File: config.mk
export PLATFORM = sky130hd
export DESIGN_NAME = gate_nonoverlap_ctrl
export DESIGN_NICKNAME = d
export VERILOG_FILES = /design/src/rtl/gno_pkg.sv /design/src/rtl/gno_stop_latch.sv /design/src/rtl/gno_wait_timer.sv /design/src/rtl/gno_phase_fsm.sv /design/src/rtl/gate_nonoverlap_ctrl.sv
export SDC_FILE = /design/constraint.sdc
export NUM_CORES = 1
export LEC_CHECK = 0
export ABC_CLOCK_PERIOD_IN_PS = 1600
export BUFFER_PORTS_ARGS = -buffer_cell sky130_fd_sc_hd__buf_4
export CORE_MARGIN = 3
export CORE_UTILIZATION = 28
export DETAILED_ROUTE_END_ITERATION = 10
export GPL_ROUTABILITY_DRIVEN = 0
export SYNTH_ARGS = -nofsm -noshare
export SYNTH_HDL_FRONTEND = slang
export SYNTH_SLANG_ARGS = --single-unit
File: constraint.sdc
create_clock -name clk -period 1.6 [get_ports clk]
set_input_delay 0.16 -clock clk [delete_from_list [all_inputs] [get_ports clk]]
set_output_delay 0.16 -clock clk [all_outputs]
set_load 0.05 [all_outputs]
File: src/rtl/gno_pkg.sv
package gno_pkg;

    // Phases of the switching cycle. Wait phases hold both commands low
    // until the opposite gate reports off.
    typedef enum logic [2:0] {
        PH_IDLE    = 3'd0,
        PH_WAIT_UP = 3'd1,
        PH_UP      = 3'd2,
        PH_WAIT_DN = 3'd3,
        PH_DN      = 3'd4,
        PH_TRIP    = 3'd5
    } phase_e;

    typedef struct packed {
        phase_e phase;
        logic   up;
        logic   dn;
        logic   trip;
    } seq_regs_t;

    function automatic logic is_wait(input phase_e p);
        return (p == PH_WAIT_UP) || (p == PH_WAIT_DN);
    endfunction

endpackage

File: src/rtl/gno_stop_latch.sv
// Remembers a removed enable until the sequencer has reached idle, so a
// brief enable drop during a pulse still ends switching at the pulse end.
module gno_stop_latch (
    input  logic clk,
    input  logic rst_n,
    input  logic enable,
    input  logic idle,
    output logic stop_req
);

    logic pend_d, pend_q;

    always_comb begin
        if (idle) begin
            pend_d = 1'b0;
        end else begin
            pend_d = pend_q | ~enable;
        end
    end

    always_ff @(posedge clk or negedge rst_n) begin
        if (!rst_n) begin
            pend_q <= 1'b0;
        end else begin
            pend_q <= pend_d;
        end
    end

    assign stop_req = ~enable | pend_q;

endmodule

File: src/rtl/gno_wait_timer.sv
// Counts cycles spent in a wait phase; flags when the limit is used up.
module gno_wait_timer #(
    parameter int LIMIT = 16
) (
    input  logic clk,
    input  logic rst_n,
    input  logic restart,
    input  logic waiting,
    output logic expired
);

    localparam int CW = (LIMIT > 1) ? $clog2(LIMIT) : 1;
    localparam logic [CW-1:0] LAST = CW'(LIMIT - 1);

    logic [CW-1:0] cnt_d, cnt_q;

    always_comb begin
        if (restart) begin
            cnt_d = '0;
        end else if (waiting && (cnt_q != LAST)) begin
            cnt_d = cnt_q + 1'b1;
        end else begin
            cnt_d = cnt_q;
        end
    end

    always_ff @(posedge clk or negedge rst_n) begin
        if (!rst_n) begin
            cnt_q <= '0;
        end else begin
            cnt_q <= cnt_d;
        end
    end

    assign expired = waiting && (cnt_q == LAST);

endmodule

File: src/rtl/gno_phase_fsm.sv
// Switching-cycle sequencer. Commands are registered and derived from the
// next phase, so no path can set both in one cycle.
module gno_phase_fsm
    import gno_pkg::*;
(
    input  logic clk,
    input  logic rst_n,
    input  logic pwm,
    input  logic enable,
    input  logic stop_req,
    input  logic upper_low,
    input  logic lower_low,
    input  logic expired,
    output logic wait_restart,
    output logic waiting,
    output logic idle,
    output logic up_cmd,
    output logic dn_cmd,
    output logic trip
);

    seq_regs_t cur_q, nxt_d;

    always_comb begin
        nxt_d = cur_q;
        unique case (cur_q.phase)
            PH_IDLE: begin
                if (enable && !stop_req) begin
                    nxt_d.phase = pwm ? PH_WAIT_UP : PH_WAIT_DN;
                end
            end
            PH_WAIT_UP: begin
                if (stop_req) begin
                    nxt_d.phase = PH_IDLE;
                end else if (!pwm) begin
                    nxt_d.phase = PH_WAIT_DN;
                end else if (lower_low) begin
                    nxt_d.phase = PH_UP;
                end else if (expired) begin
                    nxt_d.phase = PH_TRIP;
                end
            end
            PH_UP: begin
                // A pending stop waits for the pulse to end.
                if (!pwm) begin
                    nxt_d.phase = stop_req ? PH_IDLE : PH_WAIT_DN;
                end
            end
            PH_WAIT_DN: begin
                if (stop_req) begin
                    nxt_d.phase = PH_IDLE;
                end else if (pwm) begin
                    nxt_d.phase = PH_WAIT_UP;
                end else if (upper_low) begin
                    nxt_d.phase = PH_DN;
                end else if (expired) begin
                    nxt_d.phase = PH_TRIP;
                end
            end
            PH_DN: begin
                if (stop_req) begin
                    nxt_d.phase = PH_IDLE;
                end else if (pwm) begin
                    nxt_d.phase = PH_WAIT_UP;
                end
            end
            PH_TRIP: begin
                if (!enable) begin
                    nxt_d.phase = PH_IDLE;
                end
            end
            default: nxt_d.phase = PH_IDLE;
        endcase
        nxt_d.up   = (nxt_d.phase == PH_UP);
        nxt_d.dn   = (nxt_d.phase == PH_DN);
        nxt_d.trip = (nxt_d.phase == PH_TRIP);
    end

    always_ff @(posedge clk or negedge rst_n) begin
        if (!rst_n) begin
            cur_q <= '{phase: PH_IDLE, up: 1'b0, dn: 1'b0, trip: 1'b0};
        end else begin
            cur_q <= nxt_d;
        end
    end

    assign wait_restart = is_wait(nxt_d.phase) && (nxt_d.phase != cur_q.phase);
    assign waiting      = is_wait(cur_q.phase);
    assign idle         = (cur_q.phase == PH_IDLE);
    assign up_cmd       = cur_q.up;
    assign dn_cmd       = cur_q.dn;
    assign trip         = cur_q.trip;

endmodule

File: src/rtl/gate_nonoverlap_ctrl.sv
module gate_nonoverlap_ctrl #(
    parameter int WAIT_LIMIT = 16
) (
    input  logic clk,
    input  logic rst_n,
    input  logic pwm_in,
    input  logic enable,
    input  logic upper_gate_low,
    input  logic lower_gate_low,
    output logic ugate_cmd,
    output logic lgate_cmd,
    output logic fault
);

    logic stop_req;
    logic idle;
    logic waiting;
    logic wait_restart;
    logic expired;

    gno_stop_latch u_stop (
        .clk      (clk),
        .rst_n    (rst_n),
        .enable   (enable),
        .idle     (idle),
        .stop_req (stop_req)
    );

    gno_wait_timer #(
        .LIMIT (WAIT_LIMIT)
    ) u_timer (
        .clk     (clk),
        .rst_n   (rst_n),
        .restart (wait_restart),
        .waiting (waiting),
        .expired (expired)
    );

    gno_phase_fsm u_fsm (
        .clk          (clk),
        .rst_n        (rst_n),
        .pwm          (pwm_in),
        .enable       (enable),
        .stop_req     (stop_req),
        .upper_low    (upper_gate_low),
        .lower_low    (lower_gate_low),
        .expired      (expired),
        .wait_restart (wait_restart),
        .waiting      (waiting),
        .idle         (idle),
        .up_cmd       (ugate_cmd),
        .dn_cmd       (lgate_cmd),
        .trip         (fault)
    );

endmodule

# Word level (Yosys, flattened, before mapping)
# Cells that the tools add are included.
dict set report word_totals {
  reg_bits 11
  output_inout_bits 3
  wordCells 49
  inputBits 6
}
dict set report op_classes {
  addsub 1
  n_bitwise 2
  muxes 18
  n_eq_ne 13
  n_reduce_logical 9
}
# operator n
set op_table {}
lappend op_table {{3-bit 2-to-1 mux} 12}
lappend op_table {{3-bit one-hot mux with 6 select lines} 1}
lappend op_table {{3-bit by 2-bit == test with 1-bit output, second input constant} 4}
lappend op_table {{3-bit == test, second input constant} 4}
lappend op_table {{4-bit 2-to-1 mux} 2}
lappend op_table {{3-bit by 1-bit == test with 1-bit output, second input constant} 2}
lappend op_table {{4-bit by 1-bit adder with 4-bit output, second input constant} 1}
lappend op_table {{4-bit == test, second input constant} 1}
lappend op_table {{1-bit logical AND} 4}
lappend op_table {{2-bit 2-to-1 mux} 2}
lappend op_table {{4-bit inequality test, second input constant} 1}
lappend op_table {{3-bit zero test} 1}
lappend op_table {{3-bit inequality test} 1}
lappend op_table {{1-bit logical OR} 2}
lappend op_table {{2-bit nonzero test} 1}
lappend op_table {{1-bit zero test} 1}
lappend op_table {{1-bit 2-to-1 mux} 1}
lappend op_table {{1-bit inverter} 1}
lappend op_table {{1-bit OR} 1}

# Logic depth before layout (Yosys ltp)
dict set report logic_depth {
  word_depth 12
  depth_mapped 5
  mapped_depth_nobuf 5
}

# Cells and area by module
# A second synthesis with hierarchy kept.
dict set report unflattened {
  hier_cells 73
  area_unflattened_um2 724.4
}
# module cells_each area_each_um2 instances seq_area_each_um2
set by_module_without_submodules {}
lappend by_module_without_submodules {gno_phase_fsm 49 432.9 1 150.1}
lappend by_module_without_submodules {gno_wait_timer 21 239.0 1 100.1}
lappend by_module_without_submodules {gno_stop_latch 3 52.6 1 25.0}

# Worst setup path after synthesis
# Ideal clock, no wire load.
dict set report synth_timing {
  path_type {flip-flop to flip-flop}
  from {register u_timer.cnt_q[0]}
  to {register u_timer.cnt_q[2]}
  path_stages_with_launch 6
  n_path_buf 0
  setup_slack_ps -77
  setup_time_ps 140
  arrival_ps 1537
  required_ps 1460
  synth_period_minus_slack_ps 1677
  cell_sequence {dfrtp_1 ha_1 and3_2 a221o_2 a31oi_4 a311oi_2}
}
dict set report synth_via {
  elab_chain_cells 11
  elab_cells_between_ends 21
  cone_classes {add/sub (1); eq/ne (5); mux (10); reduce/logical (5)}
}
# element line_no
set synth_lines {}
lappend synth_lines {{from (decl)} gno_wait_timer.sv:15} ;# logic [CW-1:0] cnt_d, cnt_q;
lappend synth_lines {{from (signal assigned)} gno_wait_timer.sv:31} ;# cnt_q <= cnt_d;
lappend synth_lines {{4-bit == test} gno_wait_timer.sv:35} ;# assign expired = waiting && (cnt_q == LAST);
lappend synth_lines {{1-bit logical AND} gno_wait_timer.sv:35}
lappend synth_lines {{3-bit 2-to-1 mux} {gno_phase_fsm.sv:39, gno_phase_fsm.sv:56}}
lappend synth_lines {{3-bit 2-to-1 mux, on equally long branches} {gno_phase_fsm.sv:54, gno_phase_fsm.sv:37}}
lappend synth_lines {{3-bit 2-to-1 mux, on equally long branches} {gno_phase_fsm.sv:52, gno_phase_fsm.sv:35}}
lappend synth_lines {{3-bit 2-to-1 mux, on equally long branches} {gno_phase_fsm.sv:50, gno_phase_fsm.sv:33}}
lappend synth_lines {{3-bit one-hot mux with 6 select lines} gno_phase_fsm.sv:26} ;# unique case (cur_q.phase)
lappend synth_lines {{3-bit by 1-bit == test with 1-bit output / 3-bit by 2-bit == test with 1-bit output (equally long branches)} gno_pkg.sv:22} ;# return (p == PH_WAIT_UP) || (p == PH_WAIT_DN);
lappend synth_lines {{1-bit logical OR} gno_pkg.sv:22}
lappend synth_lines {{1-bit logical AND} gno_phase_fsm.sv:87} ;# assign wait_restart = is_wait(nxt_d.phase) && (nxt_d.phase != cur_q.phase);
lappend synth_lines {{4-bit 2-to-1 mux / 2-bit nonzero test (equally long branches)} --}
# Parallel ways exist; a longest one is shown, timed or not. The select of a mux whose other input is x is not followed.
# A chain may end at the register's enable or synchronous reset.

# Worst setup path after layout
dict set report layout_timing {
  from {register u_timer.cnt_q[1]}
  to {register u_timer.cnt_q[2]}
}
# Same word-level chain as after synthesis.

==> results.txt <==
----------------------------------------------------
[Run status]
  Outcome ... finished, violations left
  Violated checks ... negative setup slack

[Cells and area]
  Antenna fix cells ... 0
  Number of cells in the finished layout apart from fillers ... 112
  Util after Layout ... 39.71%
  Leading cell type in the layout, fill and taps excluded ... sky130_fd_sc_hd__buf_4
  Area growth from synthesis to layout ... 28.80%
  Net count, final ... 92
  Commonest cells after routing, fill and taps aside ... sky130_fd_sc_hd__buf_4, sky130_fd_sc_hd__dfrtp_1
  Fraction of layout instances using a drive strength above 1 ... 44.05%

[Pwr]
  Peak VDD IR ... 506.1 µV
  Leakage dissipation ... 0.4325 nW
  Pwr dens ... 1130 nW/µm²
  Post-route total power ... 1.030 mW

[Global routing]
  Leftover overflow at the end of global routing ... 0
  Largest net degree at the start of global routing ... 12
  Vias in the first global route ... 530
  Number of antenna violations at the first check in global routing ... 0
  Tot GR Track Use ... 9.876%
  Global-route wire length before repair ... 2.428 mm

[Place]
  HPWL after DPL ... 1.139 mm
  Worst slack at placement ... -0.05686 ns
  Count of buffers inserted at the top-level ports ... 8
  Cell total after placement ... 105

[Floorplan]
  Vertical extent of the die ... 56.29 µm
  Core region area ... 2297 µm²
  Number of I/O pins ... 9
  Area enclosed by the die boundary ... 3169 µm²
  Row cnt ... 17
  Initial Utilization ... 30.83%
  Die W ... 56.29 µm

[Route]
  Detailed Route Iter0 Violations ... 6
  Vias after detailed routing ... 556
  Post-route ant nets ... 0
  Routed via count divided by cell count ... 4.964
  Remaining design rule violation count ... 0
  Total wire length ... 1.470 mm
  Number of iterations in the first detailed-routing pass ... 4
  Post-DR wirelength/cell ... 13.13 µm

[Setup path]
  Crit-path leading delay family ... compound AO/OA/AOI/OAI gates
  Startpoint of the worst register-to-register path ... u_timer.cnt_q[1]
  Cell at the slowest stage of the critical path ... sky130_fd_sc_hd__dfrtp_1
  Critical path startpoint category ... flip-flop
  Data required, critical path ... 1.73 ns
  Data arrival time of the critical path ... 1.74 ns
  Cell-by-cell listing of the critical path ... ha_2, and3_4, a221o_2, a31oi_4, a311oi_2
  Delay of the slowest cell on the worst path ... 0.38 ns
  Endpoint kind of the worst setup timing path ... flip-flop
  Launch point of the critical path ... u_timer.cnt_q[1]
  Highest net fanout along the worst path ... 7
  CP bufs+invs ... 0
  Category of the critical setup timing path ... flip-flop to flip-flop

[Flow run]
  Number of violations of the max-capacitance limit ... 0

[Yosys]
  Count of state elements after synthesis ... 11
  Count of yosys warnings during synthesis ... 0
  Average cell area after synthesis ... 11.24 µm²
  Fraction of registers with async set/reset ... 100.0%
  Part of the Yosys area used for sequential elements ... 38.87%
  Unique cell type count in the Yosys netlist ... 39
  Post-synth net total ... 70
  Most used flip-flop cell after synthesis ... sky130_fd_sc_hd__dfrtp_1
  Number of flops mapped to enable cells by yosys ... 0
  Post-synthesis cell area ... 708.2 µm²
  Cell count after synthesis ... 63

[STA]
  Transition at the pin with the smallest max-transition slack ... 0.4130 ns
  Max Clk Rate ... 619.4 MHz
  Worst hold-check slack ... 0.2531 ns
  Minimum setup slack in the final design ... -0.01434 ns
  Post-Route Skew ... 0.004228 ns
  Final number of max-transition violations ... 0
  Final hold violation count ... 0
  Final Cycle Share ... 100.9%
  Post-route minimum period ... 1.614 ns
  Setup repair after global routing missed its margin ... yes
  Worst slew margin relative to its limit ... 72.28%
  Final-report setup violation count ... 1

[CTS]
  Clock tree from TritonCTS ... built
  Later-pin clock latency in the skew report ... 0.26 ns
  Maximum buffer depth of the clock tree ... 2
  Library cell used as clock root buffer ... sky130_fd_sc_hd__clkbuf_4
  Clock sinks ... 11
  H-tree level count ... 1
  Number of CTS-inserted buffers ... 3
  Clock transition at the register clock pins on the worst setup and hold paths after CTS ... 0.07 ns

[Min path]
  Hold Crit Class ... input pin to asynchronous set/reset pin

----------------------------------------------------
## metal layers
| metal | part of all wire [%] | track usage (%) |
|---|---|---|
| met4 | 1.1 | 6.102 |
| met3 | 2.9 | 1.609 |
| met2 | 48 | 15.19 |
| met1 | 48 | 12.80 |
| met5 | 0 | 0 |
## synthesized netlist by cell type (all sizes together) (2+ instances only)
| library cell | count | share of area, % |
|---|---|---|
| dfrtp | 11 | 39 |
| a31oi | 5 | 6.5 |
| nand2b | 4 | 4.6 |
| and3 | 3 | 2.8 |
| buf | 3 | 4.2 |
| inv | 3 | 1.6 |
| nor2 | 3 | 1.6 |
| a21oi | 2 | 1.4 |
| and2b | 2 | 2.3 |
| and4b | 2 | 3.0 |
| mux2i | 2 | 2.8 |
| nor3 | 2 | 1.4 |
| o21ai | 2 | 1.9 |
## registers in the layout, indices dropped and copies added, names as in the netlist
register	count
u_stop.pend_q	1
u_fsm.trip	1
u_fsm.up_cmd	1
u_fsm.cur_q	3
u_fsm.dn_cmd	1
u_timer.cnt_q	4
## cell type report
| cell class | count | area [µm²] |
|---|---|---|
| timing repair buffer | 20 | 152.6 |
| inverter | 3 | 11.26 |
| multi-input combinational | 46 | 410.4 |
| fill | 233 | 1385 |
| clock inverter | 1 | 5.005 |
| clock buffer | 3 | 22.52 |
| tap | 28 | 35.03 |
| sequential | 11 | 275.3 |
## per-stage QoR
step / TNS (ns) / cell area, µm²
3_3_place_gp: -0.04114 / 843.3
6_report: -0.01434 / 912.1
4_1_cts: -0.2228 / 892.1
2_1_floorplan: 0 / 710.7
3_5_place_dp: -0.1535 / 843.3
5_1_grt: -0.3531 / 912.1
## final timing paths
kind / cells after the start / end / slack [ns]
worst max-delay path: 5 / u_timer.cnt_q[2] / -0.01
worst min-delay path: 2 / u_timer.cnt_q[3] / 0.25
worst max register to register: 5 / u_timer.cnt_q[2] / -0.01
worst min register to register: 2 / u_stop.pend_q / 0.64
max in group asynchronous: 2 / u_timer.cnt_q[1] / 1.20
min in group clk: 3 / u_stop.pend_q / 0.29
## cells by family (layout without fill, tap and decap cells)
| family | after synthesis | count (layout) | share of synthesized area (%) |
|---|---|---|---|
| compound gates | 15 | 15 | 20.32 |
| xor+xnor | 1 | 1 | 1.237 |
| mux | 2 | 2 | 2.827 |
| flops | 11 | 11 | 38.87 |
| buf+inv | 6 | 27 | 5.830 |
| simple gates | 27 | 27 | 29.15 |
| fa+ha+maj | 1 | 1 | 1.767 |
## report_power, final
part           leakage [nW]  switching [mW]  internal, mW  total (mW)
clock                0.0177          0.0894        0.0924       0.182
combinational         0.268           0.233         0.229       0.462
sequential            0.147          0.0460         0.340       0.386
## timing repair
action,in CTS,in global routing
pin swaps,8,6
setup endpoints to repair,5,8
hold buffers,1,0
gates resized for setup,1,2
buffers inserted,1,1
hold endpoints to repair,11,0
## worst reg2reg max path, cell delays in order, from the launching register on
cell and delay [ns]:
sky130_fd_sc_hd__dfrtp_1 0.38, sky130_fd_sc_hd__ha_2 0.19, sky130_fd_sc_hd__and3_4 0.19, sky130_fd_sc_hd__a221o_2 0.35, sky130_fd_sc_hd__a31oi_4 0.24, sky130_fd_sc_hd__a311oi_2 0.13
No activity file was read; power rests on OpenSTA's default activity.
